===== config.mk =====
export PLATFORM = sky130hd
export DESIGN_NAME = sdram_row_seq
export DESIGN_NICKNAME = d
export VERILOG_FILES = /design/src/rtl/sdram_seq_pkg.sv /design/src/rtl/seq_elapsed_ctr.sv /design/src/rtl/seq_cas_delay.sv /design/src/rtl/sdram_row_seq.sv
export SDC_FILE = /design/constraint.sdc
export NUM_CORES = 1
export LEC_CHECK = 0
export BUFFER_PORTS_ARGS = -buffer_cell sky130_fd_sc_hd__buf_2
export CELL_PAD_IN_SITES_DETAIL_PLACEMENT = 0
export CELL_PAD_IN_SITES_GLOBAL_PLACEMENT = 1
export CORE_UTILIZATION = 34
export CTS_CLUSTER_SIZE = 25
export DETAILED_ROUTE_END_ITERATION = 10
export PLACE_DENSITY = 0.6
export SLEW_MARGIN = 20
export SYNTH_ARGS = -nofsm -noshare
export SYNTH_HDL_FRONTEND = slang
export SYNTH_SLANG_ARGS = --single-unit

===== constraint.sdc =====
create_clock -name clk -period 7.35 [get_ports clk]
set_clock_uncertainty 0.05 [all_clocks]
set_input_delay 1.47 -clock clk [delete_from_list [all_inputs] [get_ports clk]]
set_output_delay 1.47 -clock clk [all_outputs]
set_load 0.02 [all_outputs]

===== src/rtl/sdram_seq_pkg.sv =====
package sdram_seq_pkg;
  typedef enum logic [1:0] {
    CMD_NONE = 2'd0,
    CMD_ACT  = 2'd1,
    CMD_RD   = 2'd2,
    CMD_PRE  = 2'd3
  } cmd_e;

  typedef enum logic [1:0] {
    ST_IDLE = 2'd0,
    ST_CLOSE = 2'd1,
    ST_OPEN = 2'd2,
    ST_READ = 2'd3
  } seq_st_e;

  localparam int TMR_ACT = 0;
  localparam int TMR_PRE = 1;
  localparam int TMR_ANY = 2;
  localparam int N_TMR   = 3;
endpackage


===== src/rtl/seq_elapsed_ctr.sv =====
module seq_elapsed_ctr #(
  parameter int CW = 7
) (
  input  logic          clk,
  input  logic          rst,
  input  logic          clear,
  output logic [CW-1:0] count
);
  localparam logic [CW-1:0] SAT = '1;

  // Reset to saturation: all windows count as long expired.
  always_ff @(posedge clk) begin
    if (rst)               count <= SAT;
    else if (clear)        count <= '0;
    else if (count != SAT) count <= count + 1'b1;
  end
endmodule


===== src/rtl/seq_cas_delay.sv =====
module seq_cas_delay #(
  parameter int DEPTH = 64,
  parameter int SW    = 6
) (
  input  logic          clk,
  input  logic          rst,
  input  logic          shift_in,
  input  logic [SW-1:0] tap_sel,
  output logic          tap_out
);
  logic [DEPTH-1:0] pipe;

  always_ff @(posedge clk) begin
    if (rst) begin
      pipe    <= '0;
      tap_out <= 1'b0;
    end else begin
      pipe    <= {pipe[DEPTH-2:0], shift_in};
      tap_out <= pipe[tap_sel];
    end
  end
endmodule


===== src/rtl/sdram_row_seq.sv =====
module sdram_row_seq
  import sdram_seq_pkg::*;
#(
  parameter int ROW_W = 13,
  parameter int COL_W = 10,
  parameter int TW    = 6
) (
  input  logic             clk,
  input  logic             rst,
  input  logic             req_valid,
  output logic             req_ready,
  input  logic [ROW_W-1:0] req_row,
  input  logic [COL_W-1:0] req_col,
  input  logic [TW-1:0]    cfg_cl,
  input  logic [TW-1:0]    cfg_trcd,
  input  logic [TW-1:0]    cfg_trp,
  input  logic [TW-1:0]    cfg_tras,
  input  logic             cfg_2t,
  output logic             cmd_valid,
  output logic [1:0]       cmd_kind,
  output logic [ROW_W-1:0] cmd_row,
  output logic [COL_W-1:0] cmd_col,
  output logic             rd_valid,
  output logic             row_hit,
  output logic             row_miss,
  output logic             row_conflict
);
  localparam int CW    = TW + 1;
  localparam int DEPTH = 1 << TW;
  localparam logic [CW-1:0] ONE_C = 1;
  localparam logic [TW-1:0] ONE_T = 1;

  function automatic logic [TW-1:0] eff(input logic [TW-1:0] v);
    return (v == '0) ? ONE_T : v;
  endfunction

  seq_st_e          state;
  cmd_e             kind_q;
  logic             row_open;
  logic [ROW_W-1:0] open_row;
  logic [ROW_W-1:0] row_q;
  logic [COL_W-1:0] col_q;

  // Latched timing set, refreshed only while idle
  logic [TW-1:0] cl_q, trcd_q, trp_q, tras_q;
  logic          rate2_q;

  always_ff @(posedge clk) begin
    if (rst) begin
      cl_q    <= ONE_T;
      trcd_q  <= ONE_T;
      trp_q   <= ONE_T;
      tras_q  <= ONE_T;
      rate2_q <= 1'b0;
    end else if (state == ST_IDLE) begin
      cl_q    <= eff(cfg_cl);
      trcd_q  <= eff(cfg_trcd);
      trp_q   <= eff(cfg_trp);
      tras_q  <= eff(cfg_tras);
      rate2_q <= cfg_2t;
    end
  end

  // Elapsed-cycle timers, zero in the cycle their command is on the outputs
  logic [N_TMR-1:0] tmr_clr;
  logic [CW-1:0]    tmr_cnt [N_TMR];

  for (genvar g = 0; g < N_TMR; g++) begin : g_tmr
    seq_elapsed_ctr #(.CW(CW)) u_ctr (
      .clk   (clk),
      .rst   (rst),
      .clear (tmr_clr[g]),
      .count (tmr_cnt[g])
    );
  end

  logic since_act_ok_rcd, since_act_ok_ras, since_pre_ok, gap_ok;
  logic issue_pre, issue_act, issue_rd;

  // A command decided now appears next cycle, hence the minus one
  always_comb begin
    since_act_ok_rcd = tmr_cnt[TMR_ACT] >= ({1'b0, trcd_q} - ONE_C);
    since_act_ok_ras = tmr_cnt[TMR_ACT] >= ({1'b0, tras_q} - ONE_C);
    since_pre_ok     = tmr_cnt[TMR_PRE] >= ({1'b0, trp_q} - ONE_C);
    gap_ok           = !rate2_q || (tmr_cnt[TMR_ANY] != '0);
    issue_pre = (state == ST_CLOSE) && since_act_ok_ras && gap_ok;
    issue_act = (state == ST_OPEN)  && since_pre_ok     && gap_ok;
    issue_rd  = (state == ST_READ)  && since_act_ok_rcd && gap_ok;
    tmr_clr[TMR_ACT] = issue_act;
    tmr_clr[TMR_PRE] = issue_pre;
    tmr_clr[TMR_ANY] = issue_pre | issue_act | issue_rd;
  end

  assign req_ready = (state == ST_IDLE);

  always_ff @(posedge clk) begin
    if (rst) begin
      state        <= ST_IDLE;
      row_open     <= 1'b0;
      open_row     <= '0;
      row_q        <= '0;
      col_q        <= '0;
      kind_q       <= CMD_NONE;
      cmd_valid    <= 1'b0;
      cmd_row      <= '0;
      cmd_col      <= '0;
      row_hit      <= 1'b0;
      row_miss     <= 1'b0;
      row_conflict <= 1'b0;
    end else begin
      kind_q       <= CMD_NONE;
      cmd_valid    <= 1'b0;
      cmd_row      <= '0;
      cmd_col      <= '0;
      row_hit      <= 1'b0;
      row_miss     <= 1'b0;
      row_conflict <= 1'b0;
      unique case (state)
        ST_IDLE: begin
          if (req_valid) begin
            row_q <= req_row;
            col_q <= req_col;
            if (!row_open) begin
              row_miss <= 1'b1;
              state    <= ST_OPEN;
            end else if (open_row == req_row) begin
              row_hit <= 1'b1;
              state   <= ST_READ;
            end else begin
              row_conflict <= 1'b1;
              state        <= ST_CLOSE;
            end
          end
        end
        ST_CLOSE: begin
          if (issue_pre) begin
            kind_q    <= CMD_PRE;
            cmd_valid <= 1'b1;
            row_open  <= 1'b0;
            state     <= ST_OPEN;
          end
        end
        ST_OPEN: begin
          if (issue_act) begin
            kind_q    <= CMD_ACT;
            cmd_valid <= 1'b1;
            cmd_row   <= row_q;
            row_open  <= 1'b1;
            open_row  <= row_q;
            state     <= ST_READ;
          end
        end
        ST_READ: begin
          if (issue_rd) begin
            kind_q    <= CMD_RD;
            cmd_valid <= 1'b1;
            cmd_col   <= col_q;
            state     <= ST_IDLE;
          end
        end
        default: state <= ST_IDLE;
      endcase
    end
  end

  assign cmd_kind = kind_q;

  seq_cas_delay #(.DEPTH(DEPTH), .SW(TW)) u_cas (
    .clk      (clk),
    .rst      (rst),
    .shift_in (issue_rd),
    .tap_sel  (cl_q - ONE_T),
    .tap_out  (rd_valid)
  );

  // state right after reset
  a_r1_reset_state: assert property (@(posedge clk)
    $past(rst) |-> (req_ready && !cmd_valid && !rd_valid && !row_open));

  // at most one class flag
  a_r2_one_class: assert property (@(posedge clk) disable iff (rst)
    $onehot0({row_hit, row_miss, row_conflict}));

  // read respects open-to-read minimum
  a_r3_rcd_met: assert property (@(posedge clk) disable iff (rst)
    (cmd_valid && kind_q == CMD_RD) |-> (tmr_cnt[TMR_ACT] >= {1'b0, trcd_q}));

  // open respects close-to-open minimum
  a_r4_rp_met: assert property (@(posedge clk) disable iff (rst)
    (cmd_valid && kind_q == CMD_ACT) |-> (tmr_cnt[TMR_PRE] >= {1'b0, trp_q}));

  // close respects open-to-close minimum
  a_r5_ras_met: assert property (@(posedge clk) disable iff (rst)
    (cmd_valid && kind_q == CMD_PRE) |-> (tmr_cnt[TMR_ACT] >= {1'b0, tras_q}));

  // two-cycle spacing
  a_r7_two_cycle_gap: assert property (@(posedge clk) disable iff (rst)
    (cmd_valid && rate2_q) |=> !cmd_valid);

  // a close leaves the bank closed, an open leaves it open
  a_r10_close_state: assert property (@(posedge clk) disable iff (rst)
    (cmd_valid && kind_q == CMD_PRE) |-> !row_open);
  a_r10_open_state: assert property (@(posedge clk) disable iff (rst)
    (cmd_valid && kind_q == CMD_ACT) |-> (row_open && open_row == cmd_row));
endmodule


# Word-level counts from Yosys, hierarchy flattened
# Cells that the tools add are included.
# word_totals
ff_bits,179
output_inout_bits,31
# classes
add_sub_neg,7
magnitude_cmp,4
eq_ne,11
muxes,33
n_bitwise,9
n_reduce_logical,26
# op_table
cell,n
2-to-1 mux 7 bit,6
logical NOT 6 bit,4
2-to-1 mux 6 bit,4
"adder 7 x 1 -> 7 bit, second input constant",3
greater-or-equal comparator 7 bit,3
"!= test 7 bit, second input constant",3
"subtractor 6 x 1 -> 7 bit, second input constant",3
2-to-1 mux 2 bit,8
== test 13 bit,1
2-to-1 mux 1 bit,10
OR reduction 3 bit,3
one-hot mux 2 bit (4 select lines),1
nonzero test 2 bit,4
"< comparator 6 x 7 -> 1 bit, second input constant",1
inverter 1 bit,7
nonzero test 7 bit,1
binary-select mux 1 bit (select 6 bit),1
logical AND 1 bit,6
"!= test 2 x 1 -> 1 bit, second input constant",3
one-hot mux 2 bit (3 select lines),1
"subtractor 6 x 1 -> 6 bit, second input constant",1
"== test 2 bit, second input constant",2
AND reduction 2 bit,2
AND reduction 4 bit,1
other kinds (10),11

# Depth between registers and ports, before layout
# Gate-level depths: netlist of the first run.
# logic_depth
ltp_word,7
mapped_depth,12
ltp_nobuf,11

# By module
# From an unflattened synthesis of the first run, not the netlist that was laid out.
# unflattened
cells_unflattened,731
area_unflattened_um2,7556.0
# modules_own_cells
module,instances,cells_per_inst,area_each_um2
sdram_row_seq,1,449,4190.3
seq_cas_delay,1,177,2322.2
seq_elapsed_ctr,3,35,347.8

# Worst setup path after synthesis of the first run
# No wires, ideal clock.
# synth_path
kind,input to register
from,input req_row[0]
to,register state[1]
arrival_time_ps,2530
t_required_ps,7213
path_slack_ps,4683
path_stages,5
cell_sequence,xor2_1 > nor4_1 > nand4_1 > a311o_1 > o31ai_1
# synth_via
elab_chain_len,5
# synth_lines
element,line_no,text
"start, declared",sdram_row_seq.sv:12,"input logic [ROW_W-1:0] req_row,"
== test 13 bit,sdram_row_seq.sv:126,end else if (open_row == req_row) begin
2-to-1 mux 2 bit,sdram_row_seq.sv:126,
2-to-1 mux 2 bit,sdram_row_seq.sv:123,if (!row_open) begin
2-to-1 mux 2 bit,sdram_row_seq.sv:120,if (req_valid) begin
one-hot mux 2 bit (4 select lines),sdram_row_seq.sv:118,unique case (state)
"end signal, assigned",sdram_row_seq.sv:125,state <= ST_OPEN;
"end signal, assigned",sdram_row_seq.sv:128,state <= ST_READ;
"end signal, assigned",sdram_row_seq.sv:131,state <= ST_CLOSE;
"end, declared",sdram_row_seq.sv:37,seq_st_e state;
# No other way between the ends. The select of a mux whose other input is x is not followed.
# A chain may end at the register's enable or synchronous reset.

# Worst setup path after layout of the first run
# layout_path
from,register state[0]
to,output req_ready
# layout_via
elab_chain_len,1
# layout_lines
element,line_no,text
"start signal, assigned",sdram_row_seq.sv:98,state <= ST_IDLE;
"start signal, assigned",sdram_row_seq.sv:125,
"start signal, assigned",sdram_row_seq.sv:128,
logical NOT 2 bit,sdram_row_seq.sv:94,assign req_ready = (state == ST_IDLE);
"end, declared",sdram_row_seq.sv:11,"output logic req_ready,"
# No other way between the ends.

==> flow_metrics.env, run 1 <==
export IMPL_outcome="finished, final reports clean"
export IMPL_gp_congestion=0.753
export IMPL_grt_max_degree=84
export IMPL_hold_viol=0
export IMPL_layout_drive_gt1_share=0.166
export IMPL_synth_edf_count=0
export IMPL_drtAntennaViolNets=0
export IMPL_comb_power_share=0.324
export IMPL_path_clk_slew_ns=0.07
export IMPL_final_common_cell="dfxtp_1"
export IMPL_max_freq_mhz=277
export IMPL_fin_crit_ns=3.61
export IMPL_grt_pass1_vias=5142
export IMPL_rsz0062_at_grt="false"
export IMPL_min_to="col_q[9]$_SDFFE_PP0P_"
export IMPL_ctsHtreeMaxLevel=4
export IMPL_r2r_end="u_cas.tap_out$_SDFF_PP0_"
export IMPL_synth_top_area_frac=0.485
export IMPL_min_path_type="reg -> reg"
export IMPL_intPower_uw=2140
export IMPL_drtIter0Drc=206
export IMPL_netlist_area_um2=7380
export IMPL_die_h_um=149
export IMPL_yosysTopAreaCell="dfxtp_1"
export IMPL_async_flop_share=0
export IMPL_critPathSlowestCell="ha_2"
export IMPL_cts_buffers=17
export IMPL_startpoint_type="register"
export IMPL_die_area_um2=22300
export IMPL_drt_first_pass_iters=4
export IMPL_tns_ns=0
export IMPL_cp_arrival_ns=2.09
export IMPL_post_cts_resized=0
export IMPL_grt_pass1_wl_mm=25.9
export IMPL_synth_distinct_cells=54
export IMPL_tritoncts="built"
export IMPL_syn_nets=814
export IMPL_r2r_start="cl_q[0]$_SDFFE_PP1P_"
export IMPL_power_frac_clock=0.290
export IMPL_wire_per_inst_um=14.5
export IMPL_rows=53
export IMPL_root_buffer="clkbuf_16"
export IMPL_final_instance_count_excl_fill=1082
export IMPL_nets=878
export IMPL_numClockSinks=179
export IMPL_min_delay_path_depth=2
export IMPL_ir_worst_vdd_mv=0.155
export IMPL_synth_area_leaders="dfxtp_1 (49%), ha_1 (5.6%), mux2i_1 (5.6%)"
export IMPL_route_detailed_drc=0
export IMPL_vias_per_cell=4.75
export IMPL_final_max_slew_viol_count=0
export IMPL_initial_core_util=0.349
export IMPL_syn_instance_count=730
export IMPL_syn_avg_cell_area_um2=10.1
export IMPL_clock_latency_ns=0.42
export IMPL_portBuffers=81
export IMPL_ys_flop_type="dfxtp_1"
export IMPL_crit_path_end_kind="output pin"
export IMPL_crit_path_start="state[0]$_SDFFE_PP0P_"
export IMPL_cp_max_fo=39
export IMPL_grt_overflow=0
export IMPL_max_cap_violations=0
export IMPL_p_per_area_nw_per_um2=380
export IMPL_grt_total_usage=0.149
export IMPL_most_common_layout_cells="dfxtp_1 (179), buf_2 (80), nand2_1 (67)"
export IMPL_ys_warn_count=0
export IMPL_path_class="reg -> out"
export IMPL_crit_required_ns=5.83
export IMPL_r2r_setup_slack_ns=4.12
export IMPL_switching_share=0.345
export IMPL_finalSetupViolCount=0
export IMPL_synth_seq_cells=179
export IMPL_pwr_share_seq=0.386
export IMPL_switchingPower_uw=1130
export IMPL_core_area_um2=21200
export IMPL_r2r_worst_path_cells=8
export IMPL_fillers=2072
export IMPL_path_cells="inv_1 -> ha_2 -> buf_2"
export IMPL_place_inst=1050
export IMPL_drt_total_wl_mm=15.7
export IMPL_worstMarginPinSlew_ns=1.06
export IMPL_hold_start="col_q[9]$_SDFFE_PP0P_"
export IMPL_top_level_ports=82
export IMPL_finalPower_uw=3270
export IMPL_p_leak_uw=0.00370
export IMPL_vias=5139
export IMPL_antenna_found_initial=0
export IMPL_cts_buffer_depth=2
export IMPL_postCtsHoldBufs=0
export IMPL_post_cts_buffers=0
export IMPL_post_route_period_util=0.491
export IMPL_layout_area_overhead_vs_synth_pct=16.3
export IMPL_critical_path_max_stage_delay_ns=0.90
export IMPL_diodes=0
export IMPL_max_slew_margin_rel=0.294
export IMPL_hpwlAfterDp_mm=10.7
export IMPL_placed_cell_area_um2=7970
export IMPL_design_area_um2=8590
export IMPL_synth_seq_area_share=0.485
export IMPL_die_width_um=149
[cell type report]
cell class	count	area, um^2	area share
tap	275	344	0.0401
multi-input combinational	495	3550	0.414
clock inverter	13	173	0.0201
sequential	179	3580	0.417
clock buffer	19	443	0.0516
timing repair buffer	83	423	0.0492
inverter	18	67.6	0.00787
[state kept, by name, summed over array words and instances, names as in the netlist, 2 cells and up]
name	flops
open_row	13
cmd_col	10
trp_q	6
cmd_kind	2
g_tmr.u_ctr.count	21
state	2
col_q	10
trcd_q	6
cl_q	6
row_q	13
tras_q	6
u_cas.pipe	64
cmd_row	13
[worst max-delay path, delay by kind of cell (launching register included)]
kind,cells,cell delay (ns)
flip-flops,1,0.33
adder cells (fa/ha/maj),1,0.90
buffers and inverters,2,0.44
[metrics by stage]
step / setup slack, ns / utilization / hold slack [ns]
after floorplan: 4.68 / - / 0.379
after global placement: 4.13 / 0.377 / 0.387
after detailed placement: 4.03 / 0.377 / 0.392
after CTS: 3.70 / 0.406 / 0.405
after global routing: 3.61 / 0.406 / 0.419
final: 3.74 / 0.406 / 0.405
[per-layer routing]
metal,share of wire,track usage,wire (um),vias up
met5,0,0,0,-
met4,0.0099,0.0459,155,0
met3,0.026,0.0349,410,14
met2,0.48,0.244,7550,58
met1,0.48,0.192,7620,2444
li1,-,-,-,2623
[synthesized netlist by cell type, types with 10 or more instances]
library cell,count
nand3_1,14
nand2_1,67
mux2i_1,41
o21ai_0,28
nor2b_1,65
nor2_1,52
xnor2_1,22
dfxtp_1,179
a21oi_1,29
and2_1,24
inv_1,18
nor3_1,10
nand4_1,10
mux4_2,13
ha_1,33
xor2_1,16
clkbuf_1,23
[power groups by stage]
| stage | registers (uW) | clock network (uW) | logic, uW |
|---|---|---|---|
| after global placement | 1280 | 0 | 1050 |
| final | 1260 | 947 | 1060 |
| after CTS | 1260 | 973 | 1080 |
| after global routing | 1290 | 1020 | 1210 |
| after floorplan | 1230 | 0 | 879 |
| after detailed placement | 1280 | 0 | 1070 |
[how the worst max path moves through the flow]
stage / slack (ns) / end / cells past startpoint
2_1_floorplan: 4.68 / state[1]$_SDFFE_PP0P_ / 5
3_3_place_gp: 4.13 / u_cas.tap_out$_SDFF_PP0_ / 8
3_5_place_dp: 4.03 / u_cas.tap_out$_SDFF_PP0_ / 8
4_1_cts: 3.70 / req_ready / 3
5_1_grt: 3.61 / req_ready / 3
6_report: 3.74 / req_ready / 3
[logic make-up (layout without fill, tap and decap cells)]
group | count (synthesis) | count (layout) | synth area share
xor gates and xnor gates | 40 | 40 | 0.0510
and+or+nand+nor | 269 | 269 | 0.187
AOI/OAI and AO/OA | 94 | 94 | 0.0783
DFF | 179 | 179 | 0.485
adders and majority gates | 33 | 33 | 0.0559
muxes | 59 | 59 | 0.109
buffers and inverters | 56 | 133 | 0.0336
Power figures use the tool's default switching activity.
==> run 2: changes to the inputs <==
Settings changed: PLACE_DENSITY 0.6 to 0.62.
Clock period 7.35 ns to 3.2 ns, I/O delays scaled along.
==> flow_metrics.env, run 2 (synthesis gave the netlist of run 1 again) <==
export IMPL_most_common_layout_cells="dfxtp_1 (179), buf_2 (80), nand2_1 (67)"
export IMPL_max_freq_mhz=345
export IMPL_portBuffers=81
export IMPL_critPathSlowestCell="dfxtp_1"
export IMPL_antenna_found_initial=0
export IMPL_tritoncts="built"
export IMPL_path_cells="inv_1 -> ha_1 -> nand2_1 -> or3_1 -> ha_1 -> and3_1 -> a221o_1 -> o211ai_2 -> buf_4 -> mux2i_1 -> nor2_1"
export IMPL_rows=53
export IMPL_place_inst=1061
export IMPL_startpoint_type="register"
export IMPL_pwr_share_seq=0.380
export IMPL_intPower_uw=4930
export IMPL_r2r_start="trp_q[0]$_SDFFE_PP1P_"
export IMPL_layout_drive_gt1_share=0.178
export IMPL_layout_area_overhead_vs_synth_pct=17.5
export IMPL_crit_top_cell="ha_1"
export IMPL_final_instance_count_excl_fill=1093
export IMPL_area_sequential_um2=3580
export IMPL_die_h_um=149
export IMPL_min_path_type="in -> reg"
export IMPL_grt_pass1_vias=5244
export IMPL_grt_overflow=0
export IMPL_finalSetupViolCount=0
export IMPL_critPathBufInv=2
export IMPL_tns_ns=0
export IMPL_route_detailed_drc=0
export IMPL_max_cap_violations=0
export IMPL_fin_crit_ns=2.90
export IMPL_hold_viol=0
export IMPL_crit_required_ns=3.44
export IMPL_final_common_cell="dfxtp_1"
export IMPL_core_area_um2=21200
export IMPL_r2r_end="open_row[4]$_SDFFE_PP0P_"
export IMPL_max_slew_margin_rel=0.575
export IMPL_diodes=0
export IMPL_hold_start="req_col[5]"
export IMPL_cp_arrival_ns=3.14
export IMPL_p_leak_uw=0.00375
export IMPL_drt_total_wl_mm=15.6
export IMPL_worstMarginPinSlew_ns=0.637
export IMPL_wire_per_inst_um=14.2
export IMPL_clock_latency_ns=0.42
export IMPL_grt_max_degree=92
export IMPL_ctsHtreeMaxLevel=4
export IMPL_cp_max_fo=10
export IMPL_min_to="col_q[5]$_SDFFE_PP0P_"
export IMPL_hpwlAfterDp_mm=11.0
export IMPL_final_max_slew_viol_count=0
export IMPL_power_frac_clock=0.280
export IMPL_grt_total_usage=0.147
export IMPL_path_delay_family="simple AND/OR/NAND/NOR gates"
export IMPL_cts_buffer_depth=2
export IMPL_min_delay_path_depth=3
export IMPL_numClockSinks=179
export IMPL_r2r_worst_path_cells=11
export IMPL_drtAntennaViolNets=0
export IMPL_switchingPower_uw=2600
export IMPL_vias_per_cell=4.76
export IMPL_p_per_area_nw_per_um2=868
export IMPL_post_route_period_util=0.907
export IMPL_finalPower_uw=7530
export IMPL_grt_pass1_wl_mm=26.1
export IMPL_ir_worst_vdd_mv=0.383
export IMPL_cts_buffers=17
export IMPL_path_class="reg -> reg"
export IMPL_path_clk_slew_ns=0.07
export IMPL_rsz0062_at_grt="false"
export IMPL_vias=5204
export IMPL_critical_path_max_stage_delay_ns=0.33
export IMPL_initial_core_util=0.349
export IMPL_die_area_um2=22300
export IMPL_fillers=2060
export IMPL_drtIter0Drc=246
export IMPL_nets=889
export IMPL_crit_path_end_kind="register"
export IMPL_multi_input_area_um2=3560
export IMPL_regMostFlops="u_cas.pipe"
export IMPL_top_regs="u_cas.pipe: 64 flops, g_tmr.u_ctr.count: 21 flops"
export IMPL_largest_reg_flops=64
export IMPL_die_width_um=149
export IMPL_switching_share=0.346
export IMPL_gp_congestion=0.752
export IMPL_r2r_setup_slack_ns=0.30
export IMPL_outcome="finished, final reports clean"
export IMPL_root_buffer="clkbuf_16"
export IMPL_drt_first_pass_iters=6
export IMPL_top_level_ports=82
export IMPL_comb_power_share=0.340
-- run 2: stage by stage --
stage / setup slack [ns] / hold WS (ns) / util / area (um^2)
2_1_floorplan: 0.611 / 0.379 / - / 7380
3_3_place_gp: 0.439 / 0.389 / 0.381 / 8070
3_5_place_dp: 0.265 / 0.391 / 0.381 / 8070
4_1_cts: 0.227 / 0.382 / 0.410 / 8670
5_1_grt: 0.0503 / 0.390 / 0.410 / 8670
6_report: 0.299 / 0.399 / 0.410 / 8670
-- run 2: final cells by class --
cell class / instances / area share
Clock buffer: 20 / 0.0527
Clock inverter: 12 / 0.0169
Inverter: 18 / 0.00779
Multi-Input combinational cell: 495 / 0.410
Sequential cell: 179 / 0.413
Tap cell: 275 / 0.0397
Timing Repair Buffer: 94 / 0.0597
-- run 2: how the worst max path moves through the flow --
stage	start	to	slack [ns]	depth (start not counted)
floorplan	trp_q[0]$_SDFFE_PP1P_	open_row[0]$_SDFFE_PP0P_	0.61	11
global placement	trp_q[0]$_SDFFE_PP1P_	cmd_row[11]$_SDFF_PP0_	0.44	10
detailed placement	trp_q[0]$_SDFFE_PP1P_	cmd_row[12]$_SDFF_PP0_	0.26	10
CTS	trp_q[0]$_SDFFE_PP1P_	cmd_row[12]$_SDFF_PP0_	0.23	10
global route	trp_q[0]$_SDFFE_PP1P_	open_row[1]$_SDFFE_PP0P_	0.05	11
finish	trp_q[0]$_SDFFE_PP1P_	open_row[4]$_SDFFE_PP0P_	0.30	11
-- run 2: power groups by stage --
stage | clock [uW] | sequential [uW] | combinational, uW
6_report | 2110 | 2860 | 2560
5_1_grt | 2260 | 2910 | 2910
4_1_cts | 2160 | 2860 | 2600
3_5_place_dp | 0 | 2910 | 2590
3_3_place_gp | 0 | 2900 | 2510
2_1_floorplan | 0 | 2830 | 2020
-- run 2: metal layers --
metal,wire (um),global-route usage
met5,0,0
met4,203,0.0526
met3,355,0.0275
met2,7590,0.247
met1,7420,0.189
-- run 2: worst min-delay path: cells and delay by family --
family                 cells  cell delay [ns]
AOI/OAI and AO/OA          1             0.05
buffers and inverters      1             0.09
and+or+nand+nor            1             0.05
-- run 2: timing repair --
item | CTS | global route
gates resized for setup | 0 | 1
buffers inserted | 0 | 0
hold buffers | 0 | 0
setup endpoints to repair | 0 | 13
==> run 3: changes to the inputs <==
==> constraint.sdc (replaced) <==
create_clock -name clk -period 3.2 [get_ports clk]
set_clock_uncertainty 0.05 [all_clocks]
set_input_delay 0.32 -clock clk [delete_from_list [all_inputs] [get_ports clk]]
set_output_delay 0.32 -clock clk [all_outputs]
set_load 0.02 [all_outputs]
==> flow_metrics.env, run 3 (synthesis gave the netlist of run 1 again) <==
export IMPL_largest_reg_flops=64
export IMPL_final_instance_count_excl_fill=1090
export IMPL_critPathBufInv=1
export IMPL_switchingPower_uw=2630
export IMPL_die_h_um=149
export IMPL_ir_worst_vdd_mv=0.411
export IMPL_grt_overflow=0
export IMPL_clock_latency_ns=0.43
export IMPL_path_class="reg -> reg"
export IMPL_final_common_cell="dfxtp_1"
export IMPL_drt_first_pass_iters=4
export IMPL_die_area_um2=22300
export IMPL_place_inst=1058
export IMPL_startpoint_type="register"
export IMPL_min_path_type="in -> reg"
export IMPL_cp_arrival_ns=3.35
export IMPL_layout_drive_gt1_share=0.175
export IMPL_route_detailed_drc=0
export IMPL_drt_total_wl_mm=15.8
export IMPL_core_area_um2=21200
export IMPL_use_met2=0.257
export IMPL_vias=5249
export IMPL_worstMarginPinSlew_ns=0.931
export IMPL_top_level_ports=82
export IMPL_regMostFlops="u_cas.pipe"
export IMPL_grt_total_usage=0.151
export IMPL_multi_input_area_um2=3550
export IMPL_p_leak_uw=0.00372
export IMPL_grt_pass1_vias=5240
export IMPL_path_clk_slew_ns=0.07
export IMPL_crit_path_end_kind="register"
export IMPL_die_width_um=149
export IMPL_cp_max_fo=8
export IMPL_area_sequential_um2=3580
export IMPL_critPathSlowestCell="o211ai_2"
export IMPL_r2r_setup_slack_ns=0.1
export IMPL_cts_buffers=17
export IMPL_critical_path_max_stage_delay_ns=0.41
export IMPL_post_cts_buffers=0
export IMPL_drtIter0Drc=230
export IMPL_tritoncts="built"
export IMPL_max_freq_mhz=322
export IMPL_rows=53
export IMPL_rsz0062_at_grt="true"
export IMPL_top_usage_layer="met2"
export IMPL_vias_per_cell=4.82
export IMPL_drtAntennaViolNets=0
export IMPL_diodes=0
export IMPL_most_common_layout_cells="dfxtp_1 (179), buf_2 (80), nand2_1 (67)"
export IMPL_wire_per_inst_um=14.5
export IMPL_layout_area_overhead_vs_synth_pct=16.7
export IMPL_path_delay_family="simple AND/OR/NAND/NOR gates"
export IMPL_hold_viol=0
export IMPL_antenna_found_initial=0
export IMPL_hold_ws_ns=0.0746
export IMPL_cts_buffer_depth=2
export IMPL_postCtsHoldBufs=0
export IMPL_hpwlAfterDp_mm=11.1
export IMPL_fin_crit_ns=3.10
export IMPL_power_frac_clock=0.275
export IMPL_switching_share=0.353
export IMPL_p_per_area_nw_per_um2=864
export IMPL_globalRouteMet1Util=0.186
export IMPL_max_slew_margin_rel=0.380
export IMPL_grt_max_degree=82
export IMPL_max_cap_violations=0
export IMPL_finalSetupViolCount=0
export IMPL_fillers=2069
export IMPL_crit_required_ns=3.44
export IMPL_gp_congestion=0.775
export IMPL_nets=886
export IMPL_ctsHtreeMaxLevel=4
export IMPL_final_max_slew_viol_count=0
export IMPL_initial_core_util=0.349
export IMPL_path_cells="inv_1 -> ha_1 -> nand2_1 -> or3_1 -> ha_1 -> and3_1 -> a221o_1 -> o211ai_2 -> nand3_1 -> nor3b_1"
export IMPL_comb_power_share=0.340
export IMPL_portBuffers=81
export IMPL_post_route_period_util=0.970
export IMPL_top_regs="u_cas.pipe: 64 flops, g_tmr.u_ctr.count: 21 flops"
export IMPL_post_cts_resized=0
export IMPL_intPower_uw=4810
export IMPL_grtUsageMet3=0.0339
export IMPL_pwr_share_seq=0.385
export IMPL_numClockSinks=179
export IMPL_crit_top_cell="ha_1"
export IMPL_outcome="finished, final reports clean"
export IMPL_root_buffer="clkbuf_16"
export IMPL_grt_pass1_wl_mm=26.2
-- run 3: routing by layer --
layer	part of all wire	routed length, um
met5	0	0
met4	0.011	176
met2	0.50	7850
met1	0.46	7280
met3	0.028	446
-- run 3: worst reg2reg max path: cells and delay by family (launching register included) --
kind / cells / cell delay (ns)
fa+ha+maj: 2 / 0.50
buf+inv: 1 / 0.10
simple gates: 5 / 1.27
compound gates: 2 / 0.73
flops: 1 / 0.32
-- run 3: power by group through the flow --
stage / clock network, uW / logic, uW / registers [uW]
6_report: 2050 / 2530 / 2860
5_1_grt: 2200 / 2880 / 2910
4_1_cts: 2110 / 2590 / 2860
3_5_place_dp: 0 / 2570 / 2910
3_3_place_gp: 0 / 2490 / 2900
2_1_floorplan: 0 / 2020 / 2830
-- run 3: worst paths after layout --
| check | from | to | depth (start not counted) |
|---|---|---|---|
| max | trp_q[0]$_SDFFE_PP1P_ | cmd_valid$_SDFF_PP0_ | 10 |
| min | req_col[3] | col_q[3]$_SDFFE_PP0P_ | 3 |
| max reg2reg | trp_q[0]$_SDFFE_PP1P_ | cmd_valid$_SDFF_PP0_ | 10 |
| min reg2reg | col_q[7]$_SDFFE_PP0P_ | col_q[7]$_SDFFE_PP0P_ | 2 |
-- run 3: cell type report --
type	instances	area share
Clock buffer	18	0.0510
Timing Repair Buffer	91	0.0561
Sequential cell	179	0.416
Inverter	18	0.00784
Tap cell	275	0.0399
Clock inverter	14	0.0164
Multi-Input combinational cell	495	0.413
-- run 3: per-stage QoR --
stage / utilization / setup TNS [ns] / worst slack [ns] / area (um^2) / power [uW]
final: 0.407 / 0 / 0.0955 / 8610 / 7440
after global routing: 0.407 / -3.45 / -0.166 / 8610 / 7990
after CTS: 0.407 / 0 / 0.0390 / 8610 / 7560
after detailed placement: 0.380 / 0 / 0.102 / 8030 / 5490
after global placement: 0.380 / 0 / 0.261 / 8030 / 5390
after floorplan: - / 0 / 0.611 / 7380 / 4850
